===== config.mk =====
export PLATFORM = sky130hd
export DESIGN_NAME = sdram_cfg_regs
export DESIGN_NICKNAME = d
export VERILOG_FILES = /design/src/rtl/sdram_cfg_pkg.sv /design/src/rtl/sdram_cfg_decode.sv /design/src/rtl/sdram_cfg_global.sv /design/src/rtl/sdram_cfg_csbank.sv /design/src/rtl/sdram_cfg_regs.sv
export SDC_FILE = /design/constraint.sdc
export NUM_CORES = 1
export LEC_CHECK = 0
export BUFFER_PORTS_ARGS = -buffer_cell sky130_fd_sc_hd__buf_4
export CORE_MARGIN = 2
export CORE_UTILIZATION = 44
export CTS_CLUSTER_SIZE = 14
export DETAILED_ROUTE_END_ITERATION = 12
export PLACE_DENSITY = 0.68
export REMOVE_ABC_BUFFERS = 1
export SETUP_SLACK_MARGIN = 0.02
export SLEW_MARGIN = 40
export SYNTH_ARGS = -nofsm -noshare
export SYNTH_HDL_FRONTEND = slang
export SYNTH_SLANG_ARGS = --single-unit

===== constraint.sdc =====
create_clock -name clk -period 7.15 [get_ports clk]
set_clock_uncertainty 0.2 [all_clocks]
set_input_delay 1.43 -clock clk [delete_from_list [all_inputs] [get_ports clk]]
set_output_delay 1.43 -clock clk [all_outputs]
set_load 0.05 [all_outputs]

===== src/rtl/sdram_cfg_pkg.sv =====
package sdram_cfg_pkg;

  localparam int DATA_W = 32;
  localparam int NCS    = 2;

  typedef enum logic [1:0] {
    SZ_BYTE = 2'd0,
    SZ_HALF = 2'd1,
    SZ_WORD = 2'd2,
    SZ_RSVD = 2'd3
  } size_e;

  typedef enum logic [4:0] {
    SEL_NONE,
    SEL_REV,
    SEL_SYSCFG,
    SEL_STATUS,
    SEL_CSCFG,
    SEL_SHARE,
    SEL_ZERO,
    SEL_DLLA,
    SEL_DLLA_ST,
    SEL_POWER,
    SEL_MCFG,
    SEL_MODE,
    SEL_EMODE2,
    SEL_TIMA,
    SEL_TIMB,
    SEL_RFR,
    SEL_MANUAL
  } regsel_e;

  typedef struct packed {
    regsel_e sel;
    logic    cs;
    logic    rd_err;
    logic    wr_err;
  } dec_t;

  // keep-masks
  localparam logic [DATA_W-1:0] M_SYSCFG  = 32'h0000_0018;
  localparam logic [DATA_W-1:0] M_CSCFG   = 32'h0000_030F;
  localparam logic [DATA_W-1:0] M_SHARE   = 32'h4000_7F00;
  localparam logic [DATA_W-1:0] M_DLLA    = 32'hFFFF_00FE;
  localparam logic [DATA_W-1:0] M_POWER   = 32'h04FF_FFFD;
  localparam logic [DATA_W-1:0] M_MCFG_LG = 32'h477B_FFDF;
  localparam logic [DATA_W-1:0] M_MCFG_NM = 32'h41FB_FFDF;
  localparam logic [DATA_W-1:0] M_MODE    = 32'h0000_0FFF;
  localparam logic [DATA_W-1:0] M_RFR     = 32'h00FF_FF03;
  localparam logic [DATA_W-1:0] M_MANUAL  = 32'hFFFF_000F;
  localparam logic [DATA_W-1:0] M_TIMA    = 32'hFFFF_FFDF;
  localparam logic [DATA_W-1:0] M_TIMB    = 32'h0003_77FF;

  localparam logic [DATA_W-1:0] RST_POWER = 32'h0000_0085;
  localparam logic [DATA_W-1:0] RST_MODE  = 32'h0000_0024;

  localparam int LOCK_BIT   = 30;
  localparam int MUXSEL_BIT = 19;
  localparam int DLL_PROBE  = 2;

endpackage


===== src/rtl/sdram_cfg_decode.sv =====
module sdram_cfg_decode
  import sdram_cfg_pkg::*;
#(
  parameter int          ADDR_W    = 8,
  parameter int unsigned CS_BASE   = 32'h80,
  parameter int unsigned CS_STRIDE = 32'h30
) (
  input  logic [ADDR_W-1:0] addr,
  output dec_t              dec
);

  localparam int unsigned BANK_TOP = 32'h28;

  logic [31:0] a32;
  logic [31:0] off0;
  logic [31:0] off1;
  logic        in0;
  logic        in1;
  logic [31:0] off;
  logic        cs;

  assign a32  = 32'(addr);
  assign off0 = a32 - CS_BASE;
  assign off1 = a32 - (CS_BASE + CS_STRIDE);
  assign in0  = (a32 >= CS_BASE) && (off0 <= BANK_TOP);
  assign in1  = (a32 >= CS_BASE + CS_STRIDE) && (off1 <= BANK_TOP);
  assign cs   = in1;
  assign off  = in1 ? off1 : off0;

  always_comb begin
    dec = '{sel: SEL_NONE, cs: 1'b0, rd_err: 1'b1, wr_err: 1'b1};
    if (a32[1:0] == 2'b00) begin
      if (in0 || in1) begin
        dec.cs     = cs;
        dec.rd_err = 1'b0;
        dec.wr_err = 1'b0;
        case (off)
          32'h00: dec.sel = SEL_MCFG;
          32'h04: dec.sel = SEL_MODE;
          32'h0C: dec.sel = SEL_EMODE2;
          32'h14: dec.sel = cs ? SEL_TIMA : SEL_ZERO;
          32'h18: dec.sel = cs ? SEL_TIMB : SEL_ZERO;
          32'h1C: dec.sel = cs ? SEL_NONE : SEL_TIMA;
          32'h20: dec.sel = cs ? SEL_NONE : SEL_TIMB;
          32'h24: dec.sel = SEL_RFR;
          32'h28: dec.sel = SEL_MANUAL;
          default: dec.sel = SEL_NONE;
        endcase
        if (dec.sel == SEL_NONE) begin
          dec.rd_err = 1'b1;
          dec.wr_err = 1'b1;
        end
      end else begin
        case (a32)
          32'h00: dec = '{sel: SEL_REV,     cs: 1'b0, rd_err: 1'b0, wr_err: 1'b1};
          32'h10: dec = '{sel: SEL_SYSCFG,  cs: 1'b0, rd_err: 1'b0, wr_err: 1'b0};
          32'h14: dec = '{sel: SEL_STATUS,  cs: 1'b0, rd_err: 1'b0, wr_err: 1'b1};
          32'h40: dec = '{sel: SEL_CSCFG,   cs: 1'b0, rd_err: 1'b0, wr_err: 1'b0};
          32'h44: dec = '{sel: SEL_SHARE,   cs: 1'b0, rd_err: 1'b0, wr_err: 1'b0};
          32'h48: dec = '{sel: SEL_ZERO,    cs: 1'b0, rd_err: 1'b0, wr_err: 1'b1};
          32'h4C: dec = '{sel: SEL_ZERO,    cs: 1'b0, rd_err: 1'b0, wr_err: 1'b1};
          32'h60: dec = '{sel: SEL_DLLA,    cs: 1'b0, rd_err: 1'b0, wr_err: 1'b0};
          32'h64: dec = '{sel: SEL_DLLA_ST, cs: 1'b0, rd_err: 1'b0, wr_err: 1'b1};
          32'h68: dec = '{sel: SEL_ZERO,    cs: 1'b0, rd_err: 1'b0, wr_err: 1'b0};
          32'h6C: dec = '{sel: SEL_ZERO,    cs: 1'b0, rd_err: 1'b0, wr_err: 1'b1};
          32'h70: dec = '{sel: SEL_POWER,   cs: 1'b0, rd_err: 1'b0, wr_err: 1'b0};
          default: ;
        endcase
      end
    end
  end

endmodule


===== src/rtl/sdram_cfg_global.sv =====
module sdram_cfg_global
  import sdram_cfg_pkg::*;
#(
  parameter logic [DATA_W-1:0] REVISION = 32'h0000_0040
) (
  input  logic              clk,
  input  logic              rst,
  input  logic              wr,
  input  regsel_e           sel,
  input  logic [DATA_W-1:0] wdata,
  output logic [DATA_W-1:0] rd
);

  logic [DATA_W-1:0] syscfg_q;
  logic [DATA_W-1:0] cscfg_q;
  logic [DATA_W-1:0] share_q;
  logic [DATA_W-1:0] dlla_q;
  logic [DATA_W-1:0] power_q;

  always_ff @(posedge clk) begin
    if (rst) begin
      syscfg_q <= '0;
      cscfg_q  <= '0;
      share_q  <= '0;
      dlla_q   <= '0;
      power_q  <= RST_POWER;
    end else if (wr) begin
      case (sel)
        SEL_SYSCFG: syscfg_q <= wdata & M_SYSCFG;
        SEL_CSCFG:  cscfg_q  <= wdata & M_CSCFG;
        SEL_SHARE:  if (!share_q[LOCK_BIT]) share_q <= wdata & M_SHARE;
        SEL_DLLA:   dlla_q   <= wdata & M_DLLA;
        SEL_POWER:  power_q  <= wdata & M_POWER;
        default: ;
      endcase
    end
  end

  always_comb begin
    case (sel)
      SEL_REV:     rd = REVISION;
      SEL_STATUS:  rd = 32'h1;
      SEL_SYSCFG:  rd = syscfg_q;
      SEL_CSCFG:   rd = cscfg_q;
      SEL_SHARE:   rd = share_q;
      SEL_DLLA:    rd = dlla_q;
      SEL_DLLA_ST: rd = ~(dlla_q & (32'h1 << DLL_PROBE));
      SEL_POWER:   rd = power_q;
      default:     rd = '0;
    endcase
  end

endmodule


===== src/rtl/sdram_cfg_csbank.sv =====
module sdram_cfg_csbank
  import sdram_cfg_pkg::*;
#(
  parameter logic BANK = 1'b0
) (
  input  logic              clk,
  input  logic              rst,
  input  logic              wr,
  input  regsel_e           sel,
  input  logic              cs,
  input  logic [DATA_W-1:0] wdata,
  output logic [DATA_W-1:0] rd
);

  logic [DATA_W-1:0] mcfg_q;
  logic [DATA_W-1:0] mode_q;
  logic [DATA_W-1:0] emode2_q;
  logic [DATA_W-1:0] tima_q;
  logic [DATA_W-1:0] timb_q;
  logic [DATA_W-1:0] rfr_q;
  logic [DATA_W-1:0] manual_q;
  logic              hit;
  logic [DATA_W-1:0] mcfg_mask;

  assign hit       = (cs == BANK);
  assign mcfg_mask = wdata[MUXSEL_BIT] ? M_MCFG_LG : M_MCFG_NM;

  always_ff @(posedge clk) begin
    if (rst) begin
      mcfg_q   <= '0;
      mode_q   <= RST_MODE;
      emode2_q <= '0;
      tima_q   <= '0;
      timb_q   <= '0;
      rfr_q    <= '0;
      manual_q <= '0;
    end else if (wr && hit) begin
      case (sel)
        SEL_MCFG:   if (!mcfg_q[LOCK_BIT]) mcfg_q <= wdata & mcfg_mask;
        SEL_MODE:   mode_q   <= wdata & M_MODE;
        SEL_EMODE2: emode2_q <= wdata & M_MODE;
        SEL_TIMA:   tima_q   <= wdata & M_TIMA;
        SEL_TIMB:   timb_q   <= wdata & M_TIMB;
        SEL_RFR:    rfr_q    <= wdata & M_RFR;
        SEL_MANUAL: manual_q <= wdata & M_MANUAL;
        default: ;
      endcase
    end
  end

  always_comb begin
    rd = '0;
    if (hit) begin
      case (sel)
        SEL_MCFG:   rd = mcfg_q;
        SEL_MODE:   rd = mode_q;
        SEL_EMODE2: rd = emode2_q;
        SEL_TIMA:   rd = tima_q;
        SEL_TIMB:   rd = timb_q;
        SEL_RFR:    rd = rfr_q;
        SEL_MANUAL: rd = manual_q;
        default:    rd = '0;
      endcase
    end
  end

endmodule


===== src/rtl/sdram_cfg_regs.sv =====
module sdram_cfg_regs
  import sdram_cfg_pkg::*;
#(
  parameter int                ADDR_W    = 8,
  parameter logic [DATA_W-1:0] REVISION  = 32'h0000_0040,
  parameter int unsigned       CS_BASE   = 32'h80,
  parameter int unsigned       CS_STRIDE = 32'h30
) (
  input  logic              clk,
  input  logic              rst,
  input  logic              acc_valid,
  input  logic              acc_we,
  input  logic [ADDR_W-1:0] acc_addr,
  input  logic [1:0]        acc_size,
  input  logic [31:0]       acc_wdata,
  output logic [31:0]       acc_rdata,
  output logic              err_pulse,
  output logic [ADDR_W-1:0] err_addr
);

  dec_t              dec;
  logic              size_ok;
  logic              wr_fire;
  logic              bad;
  logic [DATA_W-1:0] glob_rd;
  logic [DATA_W-1:0] bank_rd [NCS];
  logic [DATA_W-1:0] mux_rd;

  sdram_cfg_decode #(
    .ADDR_W   (ADDR_W),
    .CS_BASE  (CS_BASE),
    .CS_STRIDE(CS_STRIDE)
  ) u_dec (
    .addr(acc_addr),
    .dec (dec)
  );

  assign size_ok = (acc_size == SZ_WORD);
  assign wr_fire = acc_valid && acc_we && size_ok && !dec.wr_err;
  assign bad     = !size_ok || (acc_we ? dec.wr_err : dec.rd_err);

  sdram_cfg_global #(
    .REVISION(REVISION)
  ) u_glob (
    .clk  (clk),
    .rst  (rst),
    .wr   (wr_fire),
    .sel  (dec.sel),
    .wdata(acc_wdata),
    .rd   (glob_rd)
  );

  for (genvar b = 0; b < NCS; b++) begin : g_bank
    sdram_cfg_csbank #(
      .BANK(1'(b))
    ) u_bank (
      .clk  (clk),
      .rst  (rst),
      .wr   (wr_fire),
      .sel  (dec.sel),
      .cs   (dec.cs),
      .wdata(acc_wdata),
      .rd   (bank_rd[b])
    );
  end

  always_comb begin
    mux_rd = glob_rd;
    for (int b = 0; b < NCS; b++) mux_rd = mux_rd | bank_rd[b];
  end

  assign acc_rdata = (size_ok && !dec.rd_err) ? mux_rd : '0;

  always_ff @(posedge clk) begin
    if (rst) begin
      err_pulse <= 1'b0;
      err_addr  <= '0;
    end else begin
      err_pulse <= acc_valid && bad;
      if (acc_valid && bad) err_addr <= acc_addr;
    end
  end

endmodule


Word level (Yosys, flattened, before mapping)
Cells that the tools add are included.
Storage, ports and cells
  output and inout port bits: 41
  bits in registers: 354
  logic and storage cells: 137
Operators by class
  magnitude comparators: 4
  bitwise logic cells: 8
  reductions and logical operators: 41
  equal/unequal tests: 35
  add/subtract/negate cells: 2
  muxes and demuxes: 23
Operator list (number)
  32-bit case mux with 7 select lines: 2
  32-bit case mux with 8 select lines: 1
  32-bit 2-to-1 mux: 4
  32-bit by 5-bit == test with 1-bit output (second input constant): 3
  32-bit by 6-bit == test with 1-bit output (second input constant): 3
  31-bit 2-to-1 mux: 3
  8-bit by 7-bit == test with 1-bit output (second input constant): 9
  7-bit case mux with 10 select lines: 1
  32-bit by 6-bit less-or-equal comparator with 1-bit output (second input constant): 2
  32-bit logical NOT: 2
  32-bit OR: 2
  5-bit case mux with 9 select lines: 1
  5-bit by 4-bit == test with 1-bit output (second input constant): 8
  2-bit AND reduction: 19
  32-bit by 31-bit bitwise AND with 32-bit output: 1
  32-bit by 3-bit == test with 1-bit output (second input constant): 1
  32-bit by 4-bit == test with 1-bit output (second input constant): 1
  3-bit NOT with 32-bit output: 1
  27-bit 2-to-1 mux: 1
  8-bit by 8-bit subtractor with 9-bit output (second input constant): 2
  8-bit by 5-bit == test with 1-bit output (second input constant): 2
  8-bit >= comparator (second input constant): 2
  4-bit 2-to-1 mux: 4
  8-bit 2-to-1 mux: 2
  other kinds (16): 36

Logic depth before layout (Yosys ltp)
  depth after elaboration: 18
  mapped depth: 18
  mapped depth without buffers: 13

By module
From an unflattened synthesis, not the netlist that was laid out.
Unflattened totals
  cell total of the unflattened synthesis: 1916
  area, all modules: 16713.5 um2
Modules (own cells, without submodules)
  sdram_cfg_csbank (g_bank[1].u_bank): cells each 659, seq. area each 2702.6 um2, area each 5858.1 um2, times used 1
  sdram_cfg_csbank (g_bank[0].u_bank): cells each 698, seq. area each 2702.6 um2, area each 5840.6 um2, times used 1
  sdram_cfg_global: cells each 344, seq. area each 1261.2 um2, area each 3280.6 um2, times used 1
  sdram_cfg_regs: cells each 100, seq. area each 180.2 um2, area each 974.7 um2, times used 1
  sdram_cfg_decode: cells each 115, seq. area each 0.0 um2, area each 759.5 um2, times used 1

Least setup slack after synthesis
OpenSTA, ideal clock, no wires.
  kind: input to output
  from: input port acc_addr[4]
  to: output port acc_rdata[4]
  path buffers: 4
  slack: 96 ps
  stages on the path: 14
  data arrival time: 5424 ps
  cells stage by stage: inv_1 -> ha_1 -> clkbuf_1 -> a21bo_2 -> o2111a_2 -> buf_6 -> xnor2_2 -> a2111oi_2 -> o21ai_1 -> buf_2 -> nor3_4 -> buf_2 -> a221oi_1 -> o32ai_1
On the way
  longest elaborated chain between the ends: 16
  elaborated cells between the ends (all ways): 69
  those cells by class: 2 x add/sub; 4 x order compare; 34 x eq/ne; 18 x mux; 2 x bitwise; 9 x reduce/logical
RTL lines
  start, declared: RTL line sdram_cfg_regs.sv:13  | input logic [ADDR_W-1:0] acc_addr,
  8-bit by 8-bit subtractor with 9-bit output: RTL line sdram_cfg_decode.sv:24  | assign off1 = a32 - (CS_BASE + CS_STRIDE);
  32-bit by 6-bit less-or-equal comparator with 1-bit output: RTL line sdram_cfg_decode.sv:26  | assign in1 = (a32 >= CS_BASE + CS_STRIDE) && (off1 <= BANK_TOP);
  1-bit logical AND: RTL line sdram_cfg_decode.sv:26
  32-bit 2-to-1 mux: RTL line sdram_cfg_decode.sv:28  | assign off = in1 ? off1 : off0;
  32-bit by 6-bit == test with 1-bit output, or another cell as far along: RTL line sdram_cfg_decode.sv:37  | case (off)
  5-bit case mux with 9 select lines: RTL line sdram_cfg_decode.sv:37
  5-bit 2-to-1 mux: RTL line sdram_cfg_decode.sv:33  | if (in0 || in1) begin
  5-bit 2-to-1 mux: RTL line sdram_cfg_decode.sv:32  | if (a32[1:0] == 2'b00) begin
  8-bit 2-to-1 mux *: RTL line sdram_cfg_decode.sv:33
  8-bit 2-to-1 mux *: RTL line sdram_cfg_decode.sv:32
  5-bit == test / 5-bit by 4-bit == test with 1-bit output (equally long branches): RTL line sdram_cfg_csbank.sv:54  | case (sel)
  32-bit case mux with 7 select lines: RTL line sdram_cfg_csbank.sv:54
  32-bit 2-to-1 mux: RTL line sdram_cfg_csbank.sv:53  | if (hit) begin
  32-bit OR (2 in a row): RTL line sdram_cfg_regs.sv:69  | for (int b = 0; b < NCS; b++) mux_rd = mux_rd | bank_rd[b];
  32-bit 2-to-1 mux *: RTL line sdram_cfg_regs.sv:72  | assign acc_rdata = (size_ok && !dec.rd_err) ? mux_rd : '0;
  end, declared: RTL line sdram_cfg_regs.sv:16  | output logic [31:0] acc_rdata,
Every way passes the cells marked *; elsewhere a longest branch is shown, timed or not. The select of a mux whose other input is x is not followed.

Final worst setup path
  from: input port acc_addr[4]
  to: output port acc_rdata[0]
The elaborated chain is that of the path after synthesis.

==> impl_metrics.tcl <==
set metrics [dict create \
    status "completed" \
    fill_cells 3208 \
    antenna_cells 0 \
    synth.yosys.seq_area_share_pct 44.08 \
    synth_ff_type "dfxtp_1" \
    core_area_mm2 0.03463 \
    cts_max_level 2 \
    finalHoldViolCount 0 \
    synth.distinct_cells 74 \
    path_class "input port to primary output" \
    grt_setup_unrepaired "no" \
    ir_drop_v 0.0001673 \
    clk-insertion-delay-late_ns 0.50 \
    design.die.area_mm2 0.03682 \
    die_w_um 191.9 \
    vias_per_cell 5.918 \
    leakagePower_uw 0.006014 \
    gr-usage-met1_pct 39.12 \
    whs_endpoint "g_bank[1].u_bank.rfr_q[18]$_SDFFE_PP0P_" \
    synth_edf_count 0 \
    multi_input_area_mm2 0.008009 \
    io-pin-count 87 \
    grt_pass1_vias 14020 \
    hold_ws_ns 0.2500 \
    grt-ovfl-total 0 \
    placed_cell_area_mm2 0.01676 \
    clockBufferDepth 3 \
    crit_path_end_kind "primary output" \
    p_int_uw 3156 \
    synth_top_area_share_pct 44.08 \
    ys_warn_count 0 \
    firstDrtPassIters 7 \
    period_minus_slack_ns 6.946 \
    crit_required_ns 5.52 \
    cts_sinks 342 \
    postCtsHoldBufs 0 \
    rr_startpoint "g_bank[0].u_bank.mcfg_q[30]$_SDFFE_PP0P_" \
    min_from "g_bank[1].u_bank.rfr_q[18]$_SDFFE_PP0P_" \
    rows 68 \
    hold-path-cell-count 2 \
    synthArstFlopShare_pct 0 \
    tightest_slew_ns 0.8398 \
    io_buffer_count 86 \
    post_drt_wl_per_cell_um 21.00 \
    synth-seq-cells 342 \
    powerDensity_mw_per_mm2 227.5 \
    cts-root-buf "clkbuf_16" \
    antenna_left 0 \
    grt_usage_pct 28.64 \
    met2_usage_pct 46.13 \
    gp_congestion 0.8907 \
    seq_area_mm2 0.006847 \
    crit_fanout 15 \
    fp.dieH_um 191.9 \
    synth_top_cell_by_area "dfxtp_1" \
    fmax_mhz 144.0 \
    setup_viol 0 \
    grt-busiest-layer "met2" \
    tritoncts "built" \
    p_seq_share_pct 46.5 \
    startpoint "acc_addr[4]" \
    fin_crit_sh_pct 97.15 \
    use_met3_pct 4.129 \
    synthCells 2036 \
    grt_max_degree 170 \
    combPwrFrac_pct 5.7 \
    vias 15010 \
    synth_area_mm2 0.01553 \
    num-nets-final 2105 \
    reg2regPathDepth 4 \
    cts_buffers 37 \
    initial_utilization_pct 44.85 \
    grt_pass1_wl_mm 81.73 \
    design_area_mm2 0.01805 \
    wirelength_mm 53.26 \
    cp_data_arrival_time_ns 5.32 \
    dp_hpwl_mm 32.78 \
    drive_gt1_share_pct 13.74 \
    r2r_end "g_bank[0].u_bank.mcfg_q[26]$_SDFFE_PP0P_" \
    max_slew_margin_pct 44.01 \
    synthTopCellsByArea "dfxtp_1 44%, nand2_1 16%, a21oi_1 12%" \
    syn_avg_cell_area_um2 7.629 \
    maxSlewViolCount 0 \
    p_switching_uw 950.2 \
    rrSetupSlack_ns 5.39 \
    hp-class "register to register" \
    sw_frac_of_total_pct 23.14 \
    start_kind "input port" \
    drc 0 \
    cts.clk_slew.worst_paths_ns 0.06 \
    p_clk_share_pct 47.8 \
    maxCapViolCount 0 \
    drt_iter0_markers 1668 \
    postCtsSetupRepairBufs 0 \
    syn_to_final_growth_pct 16.22 \
    antenna_found_initial 0 \
    cts_resized 0 \
]
==> layout by cell type (no fill, tap or decap), types with 6 or more instances in the layout <==
cell type    n
buf_12       9
clkbuf_16   39
buf_4      148
nor3_1      12
a221oi_1    53
clkinv_2     7
a222oi_1     6
nand3_1     49
nor2b_1      7
a221o_1      8
clkbuf_1     6
a31oi_1      9
clkbuf_8     7
o211ai_1     8
dfxtp_1    342
a22oi_1     25
nor2_1      52
mux2_2      14
nand2_1    676
a22o_1      11
nor3_4       7
o21ai_0     45
a21oi_1    361
mux2i_1     46
==> routing by layer <==
| metal | share of wire, % | wire length (um) |
|---|---|---|
| met1 | 42 | 22110 |
| met2 | 46 | 24350 |
| met3 | 9.2 | 4892 |
| met4 | 3.6 | 1911 |
| met5 | 0 | 0 |
==> final cells by class <==
class / count / area share [%]
multi-input combinational: 1509 / 44.37
inverter: 4 / 0.08317
clock inverter: 14 / 0.8664
timing repair buffer: 160 / 7.541
clock buffer: 52 / 6.065
sequential: 342 / 37.93
tap: 455 / 3.154
==> how the worst max path moves through the flow <==
stage / end / slack [ns]
final: acc_rdata[0] / 0.20
after floorplan: acc_rdata[13] / -4.04
after global routing: acc_rdata[0] / 0.03
after detailed placement: acc_rdata[0] / 0.10
after global placement: acc_rdata[0] / 0.17
after CTS: acc_rdata[0] / 0.09
==> metrics by stage <==
stage | setup WS, ns | utilization [%] | power [uW] | cells | TNS, ns
global route | 0.03038 | 52.13 | 4218 | 2536 | 0
detailed placement | 0.1001 | 48.41 | 2182 | 2469 | 0
global placement | 0.1708 | 48.23 | 2178 | 2467 | 0
floorplan | -4.044 | - | 2044 | 1855 | -241.73
finish | 0.2040 | 52.13 | 4106 | 2536 | 0
CTS | 0.08687 | 52.02 | 4122 | 2535 | 0
==> flip-flops by register name, indices dropped and copies added, names as in the netlist <==
signal,flops
err_pulse,1
u_glob.cscfg_q,6
g_bank.u_bank.mcfg_q,52
u_glob.syscfg_q,2
u_glob.dlla_q,23
g_bank.u_bank.tima_q,62
g_bank.u_bank.manual_q,40
u_glob.share_q,8
u_glob.power_q,24
g_bank.u_bank.rfr_q,36
g_bank.u_bank.mode_q,24
err_addr,8
g_bank.u_bank.timb_q,32
g_bank.u_bank.emode2_q,24
==> cell usage after synthesis (8+ instances only) <==
cell,n
a21oi_1,362
a221o_1,8
a221oi_1,53
a22o_1,11
a22oi_1,25
a31oi_1,9
buf_2,48
clkbuf_1,122
dfxtp_1,342
mux2_2,14
mux2i_1,46
nand2_1,678
nand3_1,49
nor2_1,59
nor3_1,13
o211ai_1,8
o21ai_0,45
==> worst max-delay path: stages <==
cell and delay, ns:
buf_4 0.19, inv_1 0.16, ha_1 0.25, a21bo_2 0.21, o2111ai_2 0.28, o21a_1 0.24
a41oi_2 0.21, nand3_1 0.34, o21ai_4 0.31, nand2_1 0.21, a21oi_2 0.55, nor2_1 0.08
buf_4 0.24, nand3_1 0.11, o21ai_0 0.21, buf_4 0.28
==> logic make-up after synthesis <==
| logic type | after synthesis | synth area share, % |
|---|---|---|
| flops | 342 | 44.08 |
| mux | 60 | 3.979 |
| simple gates | 861 | 23.37 |
| buf+inv | 185 | 5.172 |
| fa+ha+maj | 5 | 0.4028 |
| xor+xnor | 3 | 0.2175 |
| compound gates | 580 | 22.78 |
==> power by group through the flow <==
stage                     registers (uW)  clock network, uW  logic [uW]
after floorplan                     1960                  0        81.5
after global placement              1950                  0         226
after detailed placement            1950                  0         230
after CTS                           1910               1980         231
after global routing                1910               2060         250
final                               1910               1960         236
No activity file was read; power rests on OpenSTA's default activity.
